<file path="config.mk">
export PLATFORM = sky130hd
export DESIGN_NAME = host_irq_gen
export DESIGN_NICKNAME = d
export VERILOG_FILES = /design/src/rtl/host_irq_pkg.sv /design/src/rtl/irq_ctrl.sv /design/src/rtl/irq_datapath.sv /design/src/rtl/host_irq_gen.sv
export SDC_FILE = /design/constraint.sdc
export NUM_CORES = 1
export LEC_CHECK = 0
export ABC_AREA = 1
export BUFFER_PORTS_ARGS = -buffer_cell sky130_fd_sc_hd__buf_2
export CAP_MARGIN = 20
export CORE_UTILIZATION = 34
export CTS_CLUSTER_DIAMETER = 100
export DETAILED_ROUTE_END_ITERATION = 7
export GPL_TIMING_DRIVEN = 0
export PLACE_DENSITY = 0.58
export RECOVER_POWER = 25
export SLEW_MARGIN = 5
export SYNTH_ARGS = -nofsm -noshare
export SYNTH_HDL_FRONTEND = slang
export SYNTH_SLANG_ARGS = --single-unit
</file>
<file path="constraint.sdc">
create_clock -name clk -period 2.4 [get_ports clk]
set_input_delay 0.48 -clock clk [delete_from_list [all_inputs] [get_ports clk]]
set_output_delay 0.48 -clock clk [all_outputs]
set_load 0.02 [all_outputs]
</file>
<file path="src/rtl/host_irq_pkg.sv">
package host_irq_pkg;
  localparam int NUM_LINES = 5;
  localparam int NUM_ODR   = 4;
  localparam int DATA_W    = 8;
  localparam int ADDR_W    = 3;
  localparam int SEL_W     = $clog2(NUM_ODR);

  typedef struct packed {
    logic                 ctrlWr;
    logic                 ctrlRd;
    logic [NUM_ODR-1:0]   odrWr;
    logic [NUM_LINES-1:0] hostClr;
  } strobe_t;

  // host select index (0 = data register 1) whose read clears a line
  function automatic logic [SEL_W-1:0] selOfLine(input int line);
    case (line)
      0:       return SEL_W'(1);
      1, 2:    return SEL_W'(0);
      3:       return SEL_W'(2);
      default: return SEL_W'(3);
    endcase
  endfunction
endpackage

</file>
<file path="src/rtl/irq_ctrl.sv">
module irq_ctrl
  import host_irq_pkg::*;
#(
  parameter int ADDR_BITS = ADDR_W,
  parameter int SEL_BITS  = SEL_W
) (
  input  logic                 slvRd,
  input  logic                 slvWr,
  input  logic [ADDR_BITS-1:0] slvAddr,
  input  logic                 hostRd,
  input  logic [SEL_BITS-1:0]  hostSel,
  output strobe_t              stb
);
  logic ctrlHit;
  assign ctrlHit = (slvAddr == '0);

  always_comb begin
    stb.ctrlWr = slvWr & ctrlHit;
    // a write in the same cycle takes precedence; the read arms nothing
    stb.ctrlRd = slvRd & ~slvWr & ctrlHit;
  end

  for (genvar k = 0; k < NUM_ODR; k++) begin : g_odrDec
    assign stb.odrWr[k] = slvWr & (slvAddr == ADDR_BITS'(k + 1));
  end

  for (genvar i = 0; i < NUM_LINES; i++) begin : g_clrDec
    assign stb.hostClr[i] = hostRd & (hostSel == selOfLine(i));
  end
endmodule

</file>
<file path="src/rtl/irq_datapath.sv">
module irq_datapath
  import host_irq_pkg::*;
#(
  parameter int DW        = DATA_W,
  parameter int ADDR_BITS = ADDR_W,
  parameter int SEL_BITS  = SEL_W
) (
  input  logic                 clk,
  input  logic                 rstN,
  input  strobe_t              stb,
  input  logic [DW-1:0]        slvWdata,
  input  logic [ADDR_BITS-1:0] slvAddr,
  input  logic [SEL_BITS-1:0]  hostSel,
  output logic [DW-1:0]        slvRdata,
  output logic [DW-1:0]        hostRdata,
  output logic [NUM_LINES-1:0] irqQ
);
  logic [NUM_LINES-1:0] irqD;
  logic [NUM_LINES-1:0] armQ, armD;
  logic [DW-1:0]        odrQ [NUM_ODR];

  always_comb begin
    for (int i = 0; i < NUM_LINES; i++) begin
      irqD[i] = irqQ[i];
      armD[i] = armQ[i];
      if (stb.ctrlWr) begin
        armD[i] = 1'b0;
        if (!slvWdata[i])                          irqD[i] = 1'b0;
        else if (stb.hostClr[i])                   irqD[i] = 1'b0;
        else if (armQ[i])                          irqD[i] = 1'b1;
      end else begin
        if (stb.hostClr[i])                        irqD[i] = 1'b0;
        if (stb.ctrlRd && !irqQ[i])                armD[i] = 1'b1;
      end
    end
  end

  always_ff @(posedge clk or negedge rstN) begin
    if (!rstN) begin
      irqQ <= '0;
      armQ <= '0;
    end else begin
      irqQ <= irqD;
      armQ <= armD;
    end
  end

  for (genvar k = 0; k < NUM_ODR; k++) begin : g_odr
    always_ff @(posedge clk or negedge rstN) begin
      if (!rstN)             odrQ[k] <= '0;
      else if (stb.odrWr[k]) odrQ[k] <= slvWdata;
    end
  end

  always_comb begin
    slvRdata = '0;
    if (slvAddr == '0) slvRdata = DW'(irqQ);
    for (int k = 0; k < NUM_ODR; k++)
      if (slvAddr == ADDR_BITS'(k + 1)) slvRdata = odrQ[k];
  end

  assign hostRdata = odrQ[hostSel];
endmodule

</file>
<file path="src/rtl/host_irq_gen.sv">
module host_irq_gen
  import host_irq_pkg::*;
(
  input  logic                 clk,
  input  logic                 rstN,
  input  logic                 slvRd,
  input  logic                 slvWr,
  input  logic [ADDR_W-1:0]    slvAddr,
  input  logic [DATA_W-1:0]    slvWdata,
  output logic [DATA_W-1:0]    slvRdata,
  input  logic                 hostRd,
  input  logic [SEL_W-1:0]     hostSel,
  output logic [DATA_W-1:0]    hostRdata,
  output logic [NUM_LINES-1:0] hostIrq
);
  strobe_t stb;

  irq_ctrl u_ctrl (
    .slvRd   (slvRd),
    .slvWr   (slvWr),
    .slvAddr (slvAddr),
    .hostRd  (hostRd),
    .hostSel (hostSel),
    .stb     (stb)
  );

  irq_datapath u_dp (
    .clk       (clk),
    .rstN      (rstN),
    .stb       (stb),
    .slvWdata  (slvWdata),
    .slvAddr   (slvAddr),
    .hostSel   (hostSel),
    .slvRdata  (slvRdata),
    .hostRdata (hostRdata),
    .irqQ      (hostIrq)
  );
endmodule

</file>
# After elaboration in Yosys (flattened, before gate mapping)
# Cells that the tools add are included.
[op_classes]
n_lt_le_gt_ge = 1
n_eq_ne = 12
n_mux = 42
bitwise_logic = 13
reduce_logical = 26
[op_table]
columns = ["op", "n"]
rows = [
  ["$mux 8", 6],
  ["$mux 1", 34],
  ["$reduce_bool 2->1", 9],
  ["$bmux 8 s2", 1],
  ["$ne 3x1->1 const B", 5],
  ["$and 1x1->1", 11],
  ["$reduce_and 2->1", 5],
  ["$eq 3x2->1 const B", 2],
  ["$logic_and 1x1->1", 5],
  ["$logic_not 1->1", 5],
  ["$mux 5", 1],
  ["$eq 2x2->1 const B", 2],
  ["$eq 3x1->1 const B", 1],
  ["$eq 3x3->1 const B", 1],
  ["$ge 3x3->1 const B", 1],
  ["$logic_not 3->1", 1],
  ["$not 2->3", 1],
  ["$eq 2x1->1 const B", 1],
  ["$logic_not 2->1", 1],
  ["$not 1->1", 1],
]
[totals]
register_bits = 42
input_bits = 18
word_cells = 108

# Longest topological paths before layout
[depth]
word_depth = 6
depth_mapped = 8
mapped_depth_nobuf = 7

# By module
# A second synthesis with hierarchy kept.
[hier_totals]
cells_unflattened = 254
area_unflattened_um2 = 2199.6
[by_module_without_submodules]
columns = ["module", "n_inst", "cells_per_inst", "area_per_inst_um2", "seq_area_each_um2"]
rows = [
  ["irq_datapath", 1, 229, 2089.5, 1051.0],
  ["irq_ctrl", 1, 25, 110.1, 0.0],
]

# Worst setup path before layout
# OpenSTA, ideal clock, no wires.
[synth_timing]
path_kind = "input-to-output"
start = "input slvAddr[2]"
end = "output slvRdata[4]"
arrival_ns = 1.240
t_required_ns = 1.920
path_slack_ns = 0.680
path_stages = 6
path_buffers = 1
cell_sequence = "inv_2 clkbuf_1 nand4_1 nand3_1 nand2_1 nand2_1"
[synth_between]
elab_chain_len = 6
elab_cells_between_ends = 10
[synth_lines]
columns = ["element", "line_no", "text"]
rows = [
  ["from (decl)", "host_irq_gen.sv:8", "input logic [ADDR_W-1:0] slvAddr,"],
  ["$logic_not 3->1", "irq_datapath.sv:57", "if (slvAddr == '0) slvRdata = DW'(irqQ);"],
  ["$mux 5", "irq_datapath.sv:57", ""],
  ["$mux 8 (3 in a row)", "irq_datapath.sv:59", "if (slvAddr == ADDR_BITS'(k + 1)) slvRdata = odrQ[k];"],
  ["$mux 8 *", "irq_datapath.sv:59", ""],
  ["to (decl)", "host_irq_gen.sv:10", "output logic [DATA_W-1:0] slvRdata,"],
]
# Mark *: on every way between the ends. The rest lies on a longest branch, timed or not.

# Final worst setup path
[layout_timing]
start = "input hostSel[0]"
end = "output hostRdata[4]"
[layout_between]
elab_chain_len = 4
[layout_lines]
columns = ["element", "line_no", "text"]
rows = [
  ["from (decl)", "host_irq_gen.sv:12", "input logic [SEL_W-1:0] hostSel,"],
  ["$not 2->3 (not written as such)", "irq_datapath.sv:62", "assign hostRdata = odrQ[hostSel];"],
  ["$bmux 8 s2", "irq_datapath.sv:62", ""],
  ["$mux 8 (not written as such) (2 in a row)", "irq_datapath.sv:62", ""],
  ["to (decl)", "host_irq_gen.sv:13", "output logic [DATA_W-1:0] hostRdata,"],
]
# No other way between the ends. The select of a mux whose other input is x is not followed.

==> results.yml <==
place:
  io_buffer_count: 37
  place_ws_ns: 0.1443
  place.gp.congestion: 0.8018
  dpl-instance-area_sq_mm: 0.002519
  place_hpwl_um: 4271
layout:
  area_growth_from_synthesis_to_final_layout_pct: 16.67
  post_route_cell_area_sq_mm: 0.002610
  layout_commonest_cell: "nand2_1"
  final_nets: 349
  post_route_cells_drive_above_1_share: 0.2169
  diodes: 0
  final_cell_mix: "nand2_1, dfrtp_1, buf_2"
  post-route-util: 0.4110
power:
  vdd.ir_drop.worst_mv: 0.2267
  powerDensity_mw_per_mm2: 710.1
  cellLeakagePower_nw: 1.351
clocking:
  insertion_delay_ns: 0.29
  root_buffer: "clkbuf_8"
  cts_tree: "done"
  clk_pin_slew_worst_paths_ns: 0.08
  cts_made_buffers: 5
  cts_hold_buffers: 0
  cts.sinks: 42
  post_cts_resize_count: 0
  htreeDepth: 2
  clock_tree.buffer_depth: 2
  postCtsSetupRepairBufs: 0
sta:
  slew_headroom: 0.2804
  min_period_over_period: 0.9398
  final_max_slew_viol_count: 0
  final.min_clock_period_ns: 2.256
  max_freq_mhz: 443.4
  final.setup.tns_ns: 0
  max_slew.worst_pin.slew_ns: 1.079
  worst_slack_ns: 0.1445
  finalClockSkew_ns: 0.0004894
  count_of_final_hold_check_violations: 0
  timing.final.setup_violations: 0
  rsz0062_at_grt: "no"
  hold_slack_ns: 0.3692
detailed_routing:
  route.detailed.wl_per_inst_um: 15.11
  route.detailed.drc: 0
  routed-via-count: 2066
  route.detailed.vias_per_inst: 5.051
  postRouteAntennaNets: 0
  wirelength_um: 6179
  drt-initial-drc-count: 149
  first_pass_iters: 4
logic_synthesis:
  synthesis.area_per_instance_sq_um: 7.795
  synthesis.nets: 305
  post_synth_inst_count: 287
  postSynthRegisterBits: 42
  ys.warnings.count: 0
  synth.lib_cells_used.distinct: 23
  synth_sequential_area_ratio: 0.4698
  synth_area_sq_mm: 0.002237
die:
  top_level_ports: 39
  die_height_um: 83.12
  dieWidth_um: 83.12
  core_sq_mm: 0.006350
  initial_utilization: 0.3523
  die_area_sq_mm: 0.006908
  std_cell_rows: 29
worst_setup_path:
  worstPathArrival_ns: 1.78
  worst-endpoint-required_ns: 1.92
  startpoint_type: "input port"
  critPathCaptureType: "primary output"
  critPathKind: "input port to primary output"
  regToRegSetupSlack_ns: 1.62
  cp_max_fo: 9
grt:
  overflow_after_grt: 0
  wire_length_of_the_first_global_routing_pass_um: 10060
  tot_gr_track_use: 0.1885
  grt_start_max_net_pins: 43
  number_of_global_route_vias_before_repair: 1992
  antenna_found_initial: 0
job:
  timing.max_cap.violations: 0
min_path:
  timing.hold.worst.class: "input port to asynchronous set/reset pin"
status:
  status: "complete, no violations"
[synth_stat cells (all sizes together)]
cell     number  area share
clkbuf        1      0.0017
a22oi         7       0.023
nand2        97        0.17
o2111ai       1      0.0039
inv          34       0.057
nor2         18       0.036
buf           5       0.025
clkinv        2      0.0039
a21oi         5       0.011
o21ai        39        0.10
nor3          1      0.0073
nand4        10       0.028
dfrtp        42        0.47
nand3        25       0.058
[logic make-up (layout without fill, tap and decap cells)]
group / count (synthesis) / after routing / share of synthesized area
flops: 42 / 42 / 0.4698
buf+inv: 42 / 87 / 0.08780
simple gates: 151 / 151 / 0.3031
compound gates: 52 / 52 / 0.1393
[where the power goes]
| part | switching [mW] | internal [mW] |
|---|---|---|
| Combinational | 0.283 | 0.159 |
| Clock | 0.247 | 0.232 |
| Sequential | 0.0939 | 0.837 |
[critical path, stage by stage]
cell and delay (ns):
buf_2 0.12, nor2_1 0.65, a22oi_1 0.24, nand3_1 0.12, buf_2 0.16
[worst paths after layout]
| kind | startpoint | endpoint | depth (start not counted) |
|---|---|---|---|
| setup / recovery | hostSel[0] | hostRdata[4] | 5 |
| hold / removal | rstN | u_dp.odrQ[13] | 1 |
| setup reg to reg | u_dp.irqQ[2] | u_dp.armQ[2] | 3 |
| hold reg to reg | u_dp.odrQ[17] | u_dp.odrQ[17] | 2 |
| max in group asynchronous | rstN | u_dp.armQ[4] | 1 |
| min in group clk | slvWdata[2] | u_dp.irqQ[2] | 3 |
[metal layers]
metal	track usage	routed length (um)	share of wire
met5	0	0	0
met4	0.06583	112	0.018
met3	0.02883	221	0.036
met2	0.3152	3080	0.50
met1	0.2482	2766	0.45
[stage by stage]
step | total power [mW] | std cells
after floorplan | 1.229 | 287
after global placement | 1.380 | 401
after detailed placement | 1.390 | 401
after CTS | 1.869 | 409
after global routing | 1.975 | 409
final | 1.853 | 409
[state kept, by name, indices dropped and copies added, names as in the netlist]
register	count
u_dp.irqQ	5
u_dp.odrQ	32
u_dp.armQ	5
[layout make-up]
class | instances | area (sq um)
clock inverter | 1 | 5.005
inverter | 36 | 136.4
tap | 77 | 96.34
multi-input combinational | 203 | 989.7
timing repair buffer | 37 | 185.2
sequential | 42 | 1051
fill | 693 | 3740
clock buffer | 7 | 86.33
buffer | 6 | 60.06
Power figures use the tool's default switching activity.
